--- config.mk ---
export PLATFORM = sky130hd
export DESIGN_NAME = adc_serial_tx
export DESIGN_NICKNAME = d
export VERILOG_FILES = /design/src/rtl/adc_serial_pkg.sv /design/src/rtl/tx_bit_clock.sv /design/src/rtl/tx_ext_edge.sv /design/src/rtl/tx_word_shifter.sv /design/src/rtl/adc_serial_tx.sv
export SDC_FILE = /design/constraint.sdc
export NUM_CORES = 1
export LEC_CHECK = 0
export ABC_AREA = 0
export BUFFER_PORTS_ARGS = -buffer_cell sky130_fd_sc_hd__buf_2
export CORE_MARGIN = 2
export CORE_UTILIZATION = 50
export DETAILED_ROUTE_END_ITERATION = 6
export PLACE_DENSITY = 0.71
export SLEW_MARGIN = 25
export SYNTH_ARGS = -nofsm -noshare
export SYNTH_HDL_FRONTEND = slang
export SYNTH_SLANG_ARGS = --single-unit
--- constraint.sdc ---
create_clock -name clk -period 2.2 [get_ports clk]
set_clock_uncertainty 0.05 [all_clocks]
set_input_delay 0.11 -clock clk [delete_from_list [all_inputs] [get_ports clk]]
set_output_delay 0.11 -clock clk [all_outputs]
set_load 0.005 [all_outputs]
--- src/rtl/adc_serial_pkg.sv ---
// Shared definitions for the serial result transmitter.
// Assumes: nothing beyond standard SystemVerilog.
package adc_serial_pkg;

    // Serial clock source selected by the clk_src_ext pin.
    typedef enum logic {
        SRC_INTERNAL = 1'b0,
        SRC_EXTERNAL = 1'b1
    } clk_src_e;

    // Result width used as the default of the top module.
    localparam int RESULT_W = 18;

    // Width of the internal clock divide select.
    localparam int RATE_SEL_W = 2;

endpackage

--- src/rtl/tx_bit_clock.sv ---
// Internal serial clock generator.
// While run is high it toggles phase every 2^rate_sel system cycles, starting low.
// fall_tick marks the cycle whose edge ends a bit period (phase high to low).
// Assumes rate_sel is stable while run is high; restart realigns to the start of a bit.
module tx_bit_clock #(
    parameter int DIV_W = 2
) (
    input  logic             clk,
    input  logic             rst_n,
    input  logic             run,
    input  logic             restart,
    input  logic [DIV_W-1:0] rate_sel,
    output logic             phase,
    output logic             fall_tick
);
    localparam int CNT_W = (1 << DIV_W) - 1;

    logic [CNT_W-1:0] cnt;
    logic [CNT_W:0]   lim_full;
    logic             at_lim;

    // Last count of a half period, 2^rate_sel - 1.
    assign lim_full = ({{CNT_W{1'b0}}, 1'b1} << rate_sel) - {{CNT_W{1'b0}}, 1'b1};
    assign at_lim   = ({1'b0, cnt} == lim_full);
    assign fall_tick = run && !restart && at_lim && phase;

    // Half-period counter and phase toggle.
    always_ff @(posedge clk) begin
        if (!rst_n || !run || restart) begin
            cnt   <= '0;
            phase <= 1'b0;
        end else if (at_lim) begin
            cnt   <= '0;
            phase <= ~phase;
        end else begin
            cnt   <= cnt + 1'b1;
        end
    end

    AST_PHASE_HOLDS: assert property (@(posedge clk) disable iff (!rst_n)
        run && !restart && !at_lim |=> $stable(phase));

endmodule

--- src/rtl/tx_ext_edge.sv ---
// External serial clock qualifier.
// Detects edges of ext_clk (after polarity inversion) in the system clock domain.
// A falling edge advances a bit only if a rising edge was seen while selected.
// Assumes ext_clk is synchronous to clk and each level lasts at least one cycle.
module tx_ext_edge (
    input  logic clk,
    input  logic rst_n,
    input  logic en,
    input  logic sel,
    input  logic restart,
    input  logic ext_clk,
    input  logic pol_inv,
    output logic adv
);
    logic lvl;
    logic lvl_q;
    logic armed;
    logic rise;
    logic fall;

    assign lvl  = ext_clk ^ pol_inv;
    assign rise = lvl && !lvl_q;
    assign fall = !lvl && lvl_q;
    assign adv  = en && sel && !restart && fall && armed;

    // Previous level of the external clock.
    always_ff @(posedge clk) begin
        if (!rst_n) lvl_q <= 1'b0;
        else        lvl_q <= lvl;
    end

    // Arm on a rising edge while selected; disarm on a fall or on deselection.
    always_ff @(posedge clk) begin
        if (!rst_n || !en || !sel || restart) armed <= 1'b0;
        else if (rise)                        armed <= 1'b1;
        else if (fall)                        armed <= 1'b0;
    end

    AST_DESEL_DISARMS: assert property (@(posedge clk) disable iff (!rst_n)
        !sel |=> !armed);

    AST_ADV_NEEDS_ARM: assert property (@(posedge clk) disable iff (!rst_n)
        adv |=> !armed);

endmodule

--- src/rtl/tx_word_shifter.sv ---
// Result holding and shifting.
// load_now starts sending data at once. store parks data until launch and aborts any transfer.
// Each adv presents the next bit; the adv on the last bit ends the transfer.
// Assumes store and launch never coincide (one needs a conversion, the other its absence).
module tx_word_shifter #(
    parameter int WORD_W = 18
) (
    input  logic              clk,
    input  logic              rst_n,
    input  logic              load_now,
    input  logic              store,
    input  logic              launch,
    input  logic              adv,
    input  logic [WORD_W-1:0] data,
    output logic              active,
    output logic              msb,
    output logic              restart
);
    localparam int CW = $clog2(WORD_W);
    localparam logic [CW-1:0] LAST = CW'(WORD_W - 1);

    logic [WORD_W-1:0] word;
    logic [WORD_W-1:0] hold;
    logic              pend;
    logic [CW-1:0]     bitn;

    assign restart = load_now || (launch && pend);
    assign msb     = word[WORD_W-1];

    // Transfer state: load, launch, advance; a store aborts.
    always_ff @(posedge clk) begin
        if (!rst_n) begin
            word   <= '0;
            active <= 1'b0;
            bitn   <= '0;
        end else begin
            if (load_now) begin
                word   <= data;
                active <= 1'b1;
                bitn   <= '0;
            end else if (launch && pend) begin
                word   <= hold;
                active <= 1'b1;
                bitn   <= '0;
            end else if (adv && active) begin
                if (bitn == LAST) begin
                    active <= 1'b0;
                end else begin
                    bitn <= bitn + 1'b1;
                    word <= {word[WORD_W-2:0], 1'b0};
                end
            end
            if (store) active <= 1'b0;
        end
    end

    // Parked result for the read-during-next-conversion mode.
    always_ff @(posedge clk) begin
        if (!rst_n) begin
            hold <= '0;
            pend <= 1'b0;
        end else if (store) begin
            hold <= data;
            pend <= 1'b1;
        end else if (launch && pend) begin
            pend <= 1'b0;
        end
    end

    AST_RESTART_AT_MSB: assert property (@(posedge clk) disable iff (!rst_n)
        restart |=> active && (bitn == '0));

    AST_BIT_IN_RANGE: assert property (@(posedge clk) disable iff (!rst_n)
        active |-> bitn <= LAST);

endmodule

--- src/rtl/adc_serial_tx.sv ---
// Serial result transmitter top.
// Tracks the conversion, picks the serial clock source and forms the outputs.
// Assumes mode pins are static while a conversion or transfer is in progress.
// Assumes res_strobe arrives a fixed time after conv_go from an external converter model.
module adc_serial_tx
    import adc_serial_pkg::*;
#(
    parameter int WORD_W = RESULT_W,
    parameter int DIV_W  = RATE_SEL_W
) (
    input  logic              clk,
    input  logic              rst_n,
    input  logic              conv_go,
    input  logic              res_strobe,
    input  logic [WORD_W-1:0] res_word,
    input  logic              clk_src_ext,
    input  logic              read_during,
    input  logic [DIV_W-1:0]  rate_sel,
    input  logic              clk_pol_inv,
    input  logic              sync_pol_inv,
    input  logic              chip_sel_n,
    input  logic              read_n,
    input  logic              ext_clk,
    output logic              conv_busy,
    output logic              ser_clk,
    output logic              frame_sync,
    output logic              ser_data
);
    clk_src_e src;
    logic     internal;
    logic     sel;
    logic     conv;
    logic     start_ok;
    logic     done_ok;
    logic     active;
    logic     msb;
    logic     restart;
    logic     phase;
    logic     int_tick;
    logic     ext_tick;
    logic     adv;

    assign src      = clk_src_e'(clk_src_ext);
    assign internal = (src == SRC_INTERNAL);
    assign sel      = !chip_sel_n && !read_n;
    assign start_ok = conv_go && !conv_busy;
    assign done_ok  = res_strobe && conv;
    assign adv      = internal ? int_tick : ext_tick;

    // Busy covers the conversion, plus the transfer in the default internal-clock mode.
    assign conv_busy  = conv || (internal && !read_during && active);
    assign ser_clk    = ((internal && active) ? phase : 1'b0) ^ clk_pol_inv;
    assign frame_sync = (internal && active) ^ sync_pol_inv;
    assign ser_data   = (active && (internal || sel)) ? msb : 1'b0;

    // Conversion phase: from an accepted start to the result strobe.
    always_ff @(posedge clk) begin
        if (!rst_n)        conv <= 1'b0;
        else if (start_ok) conv <= 1'b1;
        else if (done_ok)  conv <= 1'b0;
    end

    tx_word_shifter #(.WORD_W(WORD_W)) u_shift (
        .clk      (clk),
        .rst_n    (rst_n),
        .load_now (done_ok && !read_during),
        .store    (done_ok && read_during),
        .launch   (start_ok && read_during),
        .adv      (adv),
        .data     (res_word),
        .active   (active),
        .msb      (msb),
        .restart  (restart)
    );

    tx_bit_clock #(.DIV_W(DIV_W)) u_bclk (
        .clk       (clk),
        .rst_n     (rst_n),
        .run       (internal && active),
        .restart   (restart),
        .rate_sel  (rate_sel),
        .phase     (phase),
        .fall_tick (int_tick)
    );

    tx_ext_edge u_edge (
        .clk     (clk),
        .rst_n   (rst_n),
        .en      (!internal && active),
        .sel     (sel),
        .restart (restart),
        .ext_clk (ext_clk),
        .pol_inv (clk_pol_inv),
        .adv     (ext_tick)
    );

    AST_BUSY_ON_START: assert property (@(posedge clk) disable iff (!rst_n)
        start_ok |=> conv_busy);

    AST_CONV_HOLDS: assert property (@(posedge clk) disable iff (!rst_n)
        conv && !res_strobe |=> conv);

    AST_ADV_WHILE_ACTIVE: assert property (@(posedge clk) disable iff (!rst_n)
        adv |-> active);

endmodule

======== Yosys cells after proc, flatten, opt, wreduce, memory -nomap -nowiden ========
Cells that the tools add are included.
operators by class
  $add $sub $neg .......................... 3
  equality and inequality tests ........... 3
  shift-type cells ........................ 1
  muxes and demuxes ....................... 17
  bitwise gates (word level) .............. 7
  reductions and logical operators ........ 52
operators with widths
  kind                                               count
  two-way mux 18 bit                                 4
  logical AND 1 bit                                  22
  two-way mux 1 bit                                  13
  logical NOT 1 bit                                  11
  logical OR 1 bit                                   8
  AND reduction 2 bit                                3
  nonzero test 2 bit                                 3
  nonzero test 3 bit                                 2
  adder 5 x 1 -> 5 bit (second input constant)       1
  equality test 5 bit (second input constant)        1
  equality test 3 x 4 -> 1 bit                       1
  inverter 1 bit                                     4
  OR reduction 2 bit                                 2
  << shifter 1 x 2 -> 4 bit (first input constant)   1
  subtractor 4 x 1 -> 4 bit (second input constant)  1
  adder 3 x 1 -> 3 bit (second input constant)       1
  != test 3 x 1 -> 1 bit (second input constant)     1
  OR reduction 3 bit                                 1
  XOR 1 bit                                          3
word-level totals
  bits in registers ....................... 50
  bits of input ports ..................... 31
  output and inout port bits .............. 4

======== Logic depth before layout (Yosys ltp) ========
  depth after elaboration ................. 18
  gate-level depth with buffers ........... 10
  gate-level depth less buffers ........... 8

======== Hierarchy ========
Synthesis repeated with hierarchy kept, for this count alone.
unflattened totals
  cells, all modules ...................... 298
  area, all modules ....................... 2732.6 um^2
modules (own cells, without submodules)
  module           instances  cells each  area an instance (um^2)
  tx_word_shifter  1          241         2237.1
  tx_bit_clock     1          24          225.2
  adc_serial_tx    1          20          146.4
  tx_ext_edge      1          13          123.9

======== Least setup slack after synthesis ========
OpenSTA, ideal clock, no wires.
  path kind ............................... register to register
  start ................................... register u_shift.bitn[0]
  end ..................................... register u_shift.word[10]
  library setup time ...................... 0.072 ns
  arrival ................................. 1.494 ns
  path slack .............................. 0.585 ns
  stages on the path, launching flop included .. 8
  path buffers ............................ 2
  clock period less this slack ............ 1.615 ns
  path through ............................ dfxtp_1 > ha_1 > and4bb_1 > a21oi_2 > a21oi_1 > buf_6 > buf_8 > mux2i_1
between the ends
  cells in the longest elaborated chain, start to end .. 3
RTL lines
  item                                     line                   text
  from (decl)                              tx_word_shifter.sv:25  logic [CW-1:0] bitn;
  from (signal assigned)                   tx_word_shifter.sv:49  bitn <= bitn + 1'b1;
  equality test 5 bit                      tx_word_shifter.sv:46  if (bitn == LAST) begin
  != test 3 x 1 -> 1 bit (no source line)  -
  AND reduction 2 bit (no source line)     -
  to (signal assigned)                     tx_word_shifter.sv:38  word <= data;
  to (signal assigned)                     tx_word_shifter.sv:42  word <= hold;
  to (signal assigned)                     tx_word_shifter.sv:50  word <= {word[WORD_W-2:0], 1'b0};
  to (decl)                                tx_word_shifter.sv:22  logic [WORD_W-1:0] word;
Every way passes these cells.
A chain may end at the register's enable or synchronous reset.

======== Worst setup path in the final report ========
  start ................................... register u_shift.bitn[0]
  end ..................................... register u_shift.word[1]
Same word-level chain as after synthesis.

==> flow_summary.toml <==
[status]
status = "finished, final reports clean"

[route]
met1_length_um = 2440
drtAntennaViolNets = 0
routedWlPerCell_um = 12.5
drt_iter0_drc = 86
route.met3.wl_um = 167
drt-pass1-iter-count = 4
route.met2.wl_um = 2340
vias_per_cell = 5.21
drc = 0
vias = 2098
routed.top_layer = "met4"
routed_wl_um = 5040

[yosys]
synth_edf_count = 0
ys.flop_type = "dfxtp_1"
syn_area_sq_um = 2580
syn_area_per_cell_sq_um = 8.80
netlist.top_cell.by_area = "dfxtp_1"
syn_nets = 329
synthArstFlopShare_pct = 0
synth_compound_area_share_pct = 13.7
synthTopCellsByCount = "79 x nand2_1, 50 x dfxtp_1, 40 x mux2i_1"
synth.top_cell.area_share_pct = 38.8
yosys.area_share.simple_pct = 22.5
synth.mux.area_fraction_pct = 15.5
synthAdderAreaFrac_pct = 2.43
yosysWarnings = 0
synth_seq_cells = 50
ys_top_cells_by_area = "dfxtp_1 39%, mux2i_1 16%, nand2_1 11%, o211ai_1 5.2%, a21boi_1 2.9%"
synth_top_family_by_area = "simple AND/OR/NAND/NOR gates"
synth_xor_area_share_pct = 2.04
synthCells = 293
yosysUniqueCellTypes = 42
synth.most_common_cell = "nand2_1"
ys_seq_area_share_pct = 38.8

[sta]
slew_violations = 0
fmax_ghz = 0.560
setup_tns_ns = 0
worst_pin_slew_ns = 0.699
slew_headroom_pct = 53.4
finalHoldViolations = 0
finalCritPeriodShare_pct = 81.2
fin_crit_ns = 1.79
rsz0062_at_grt = "false"
whs_ns = 0.00994
setup_viol = 0

[global_route]
track_usage_pct = 19.5
grt_max_degree = 34
grt-ovfl-total = 0
grt_pass1_wl_um = 8600
grt_pass1_vias = 1956
grt_antenna_before_repair = 0

[clock_tree]
numCtsBuffers = 5
cts_tree = "built"
clock_latency_ns = 0.30
htree_levels = 2
cts_setup_buffers = 0
root_buffer = "clkbuf_8"
postCtsResizedCells = 0
cts_num_sinks = 50
hold_buffers = 10
cts_max_path_buffers = 2
clkSlewWorstSetupHoldPaths_ns = 0.10

[worst_setup_path]
cp_common_cell = "a21oi_2"
crit_path_start_kind = "flop"
crit_required_ns = 2.38
critPathSlowestCell = "dfxtp_1"
path_max_fanout = 18
critPathArrivalTime_ns = 1.96
end_kind = "flop"
crit_type = "reg -> reg"
path_cells = "ha_1, and4bb_1, a21oi_2, a21oi_2, buf_4, mux2i_1"
cpPeakStageDelay_ns = 0.40

[pwr]
switching_share_pct = 24.6
clockPowerShare_pct = 33.8
p_leak_uw = 0.00140
combPwrFrac_pct = 10.4
irDropWorstVdd_mv = 0.363
powerDensity_nw_per_um2 = 558
power_uw = 1660
sequentialPowerShare_pct = 55.9
switchingPower_uw = 408
cellInternalPower_uw = 1250

[finish]
seq_area_sq_um = 1000
fin_nets = 368
fin_area_sq_um = 2980
area_growth_pct = 15.5
num-fill-cells = 437
insertedDiodeCount = 0
multi_input_area_sq_um = 1450
drive_gt1_share_pct = 16.5

[hold_path]
worst_hold_path_type = "in -> reg"

[floorplanning]
die_x_um = 75.8
die_area_sq_um = 5750
die_height_um = 75.8
start_util_pct = 51.1
core_area_sq_um = 5040
io_pins = 35
num_rows = 26

[run]
cap_violations = 0

[placement]
io_buffers = 34
place_area_sq_um = 2780
routabilityCongestion = 0.736
dpl.hpwl_um = 3350
[cell type report]
type / instances / area share (%)
inverter: 7 / 0.882
sequential: 50 / 33.6
clock buffer: 6 / 2.77
clock inverter: 2 / 0.420
tap: 70 / 2.94
multi-input combinational: 218 / 48.8
timing repair buffer: 50 / 10.6
[worst max-delay path, delay by kind of cell, from the launching register on]
kind,cells,cell delay (ns)
simple gates,1,0.35
flops,1,0.40
buf+inv,1,0.31
mux,1,0.24
compound gates,2,0.19
fa+ha+maj,1,0.16
[metrics by stage]
stage	cells	utilization [%]	setup slack [ns]
after floorplan	293	-	0.585
after global placement	385	55.2	0.457
after detailed placement	385	55.2	0.357
after CTS	403	59.1	0.417
after global routing	403	59.1	0.275
final	403	59.1	0.414
[final timing paths]
path / start / endpoint / slack, ns / cells after the start
min reg2reg: u_shift.hold[6]$_SDFFE_PN0P_ / u_shift.hold[6]$_SDFFE_PN0P_ / 0.41 / 2
min: res_word[1] / u_shift.hold[1]$_SDFFE_PN0P_ / 0.01 / 3
max reg2reg: u_shift.bitn[0]$_SDFFE_PP0P_ / u_shift.word[1]$_SDFFE_PN0P_ / 0.41 / 6
max: u_shift.bitn[0]$_SDFFE_PP0P_ / u_shift.word[1]$_SDFFE_PN0P_ / 0.41 / 6
[cell families (layout without fill, tap and decap cells)]
| kind of cell | Yosys count | count (layout) |
|---|---|---|
| compound gates | 47 | 47 |
| xor+xnor | 6 | 6 |
| fa+ha+maj | 5 | 5 |
| simple gates | 120 | 120 |
| mux | 40 | 40 |
| flops | 50 | 50 |
| buf+inv | 25 | 65 |
[layer usage]
| layer | global-route usage [%] | up-vias |
|---|---|---|
| met5 | 0 | - |
| met4 | 7.41 | 0 |
| met3 | 4.50 | 9 |
| met2 | 31.8 | 29 |
| met1 | 25.0 | 977 |
| li1 | - | 1083 |
[power groups by stage]
stage	Sequential [uW]	Combinational, uW	Clock, uW
5_1_grt	930	193	610
3_3_place_gp	949	156	0
3_5_place_dp	949	158	0
6_report	928	172	561
4_1_cts	928	173	582
2_1_floorplan	946	102	0
[cell usage in the layout (no fill, tap or decap), drive strengths merged, types with 5 or more instances in the layout]
cell,count
mux2i,40
dfxtp,50
nand2b,6
clkbuf,6
dlygate4sd3,10
nand2,79
o211ai,18
nor3,6
xnor2,5
ha,5
nand3,6
inv,7
a21boi,19
buf,40
[flip-flops by register name, indices dropped and copies added (netlist names)]
name / count
u_shift.bitn: 5
u_edge.lvl_q: 1
u_shift.pend: 1
u_bclk.phase: 1
u_shift.active: 1
u_edge.armed: 1
u_shift.hold: 18
u_bclk.cnt: 3
u_shift.word: 18
conv: 1
No activity file was read; power rests on OpenSTA's default activity.
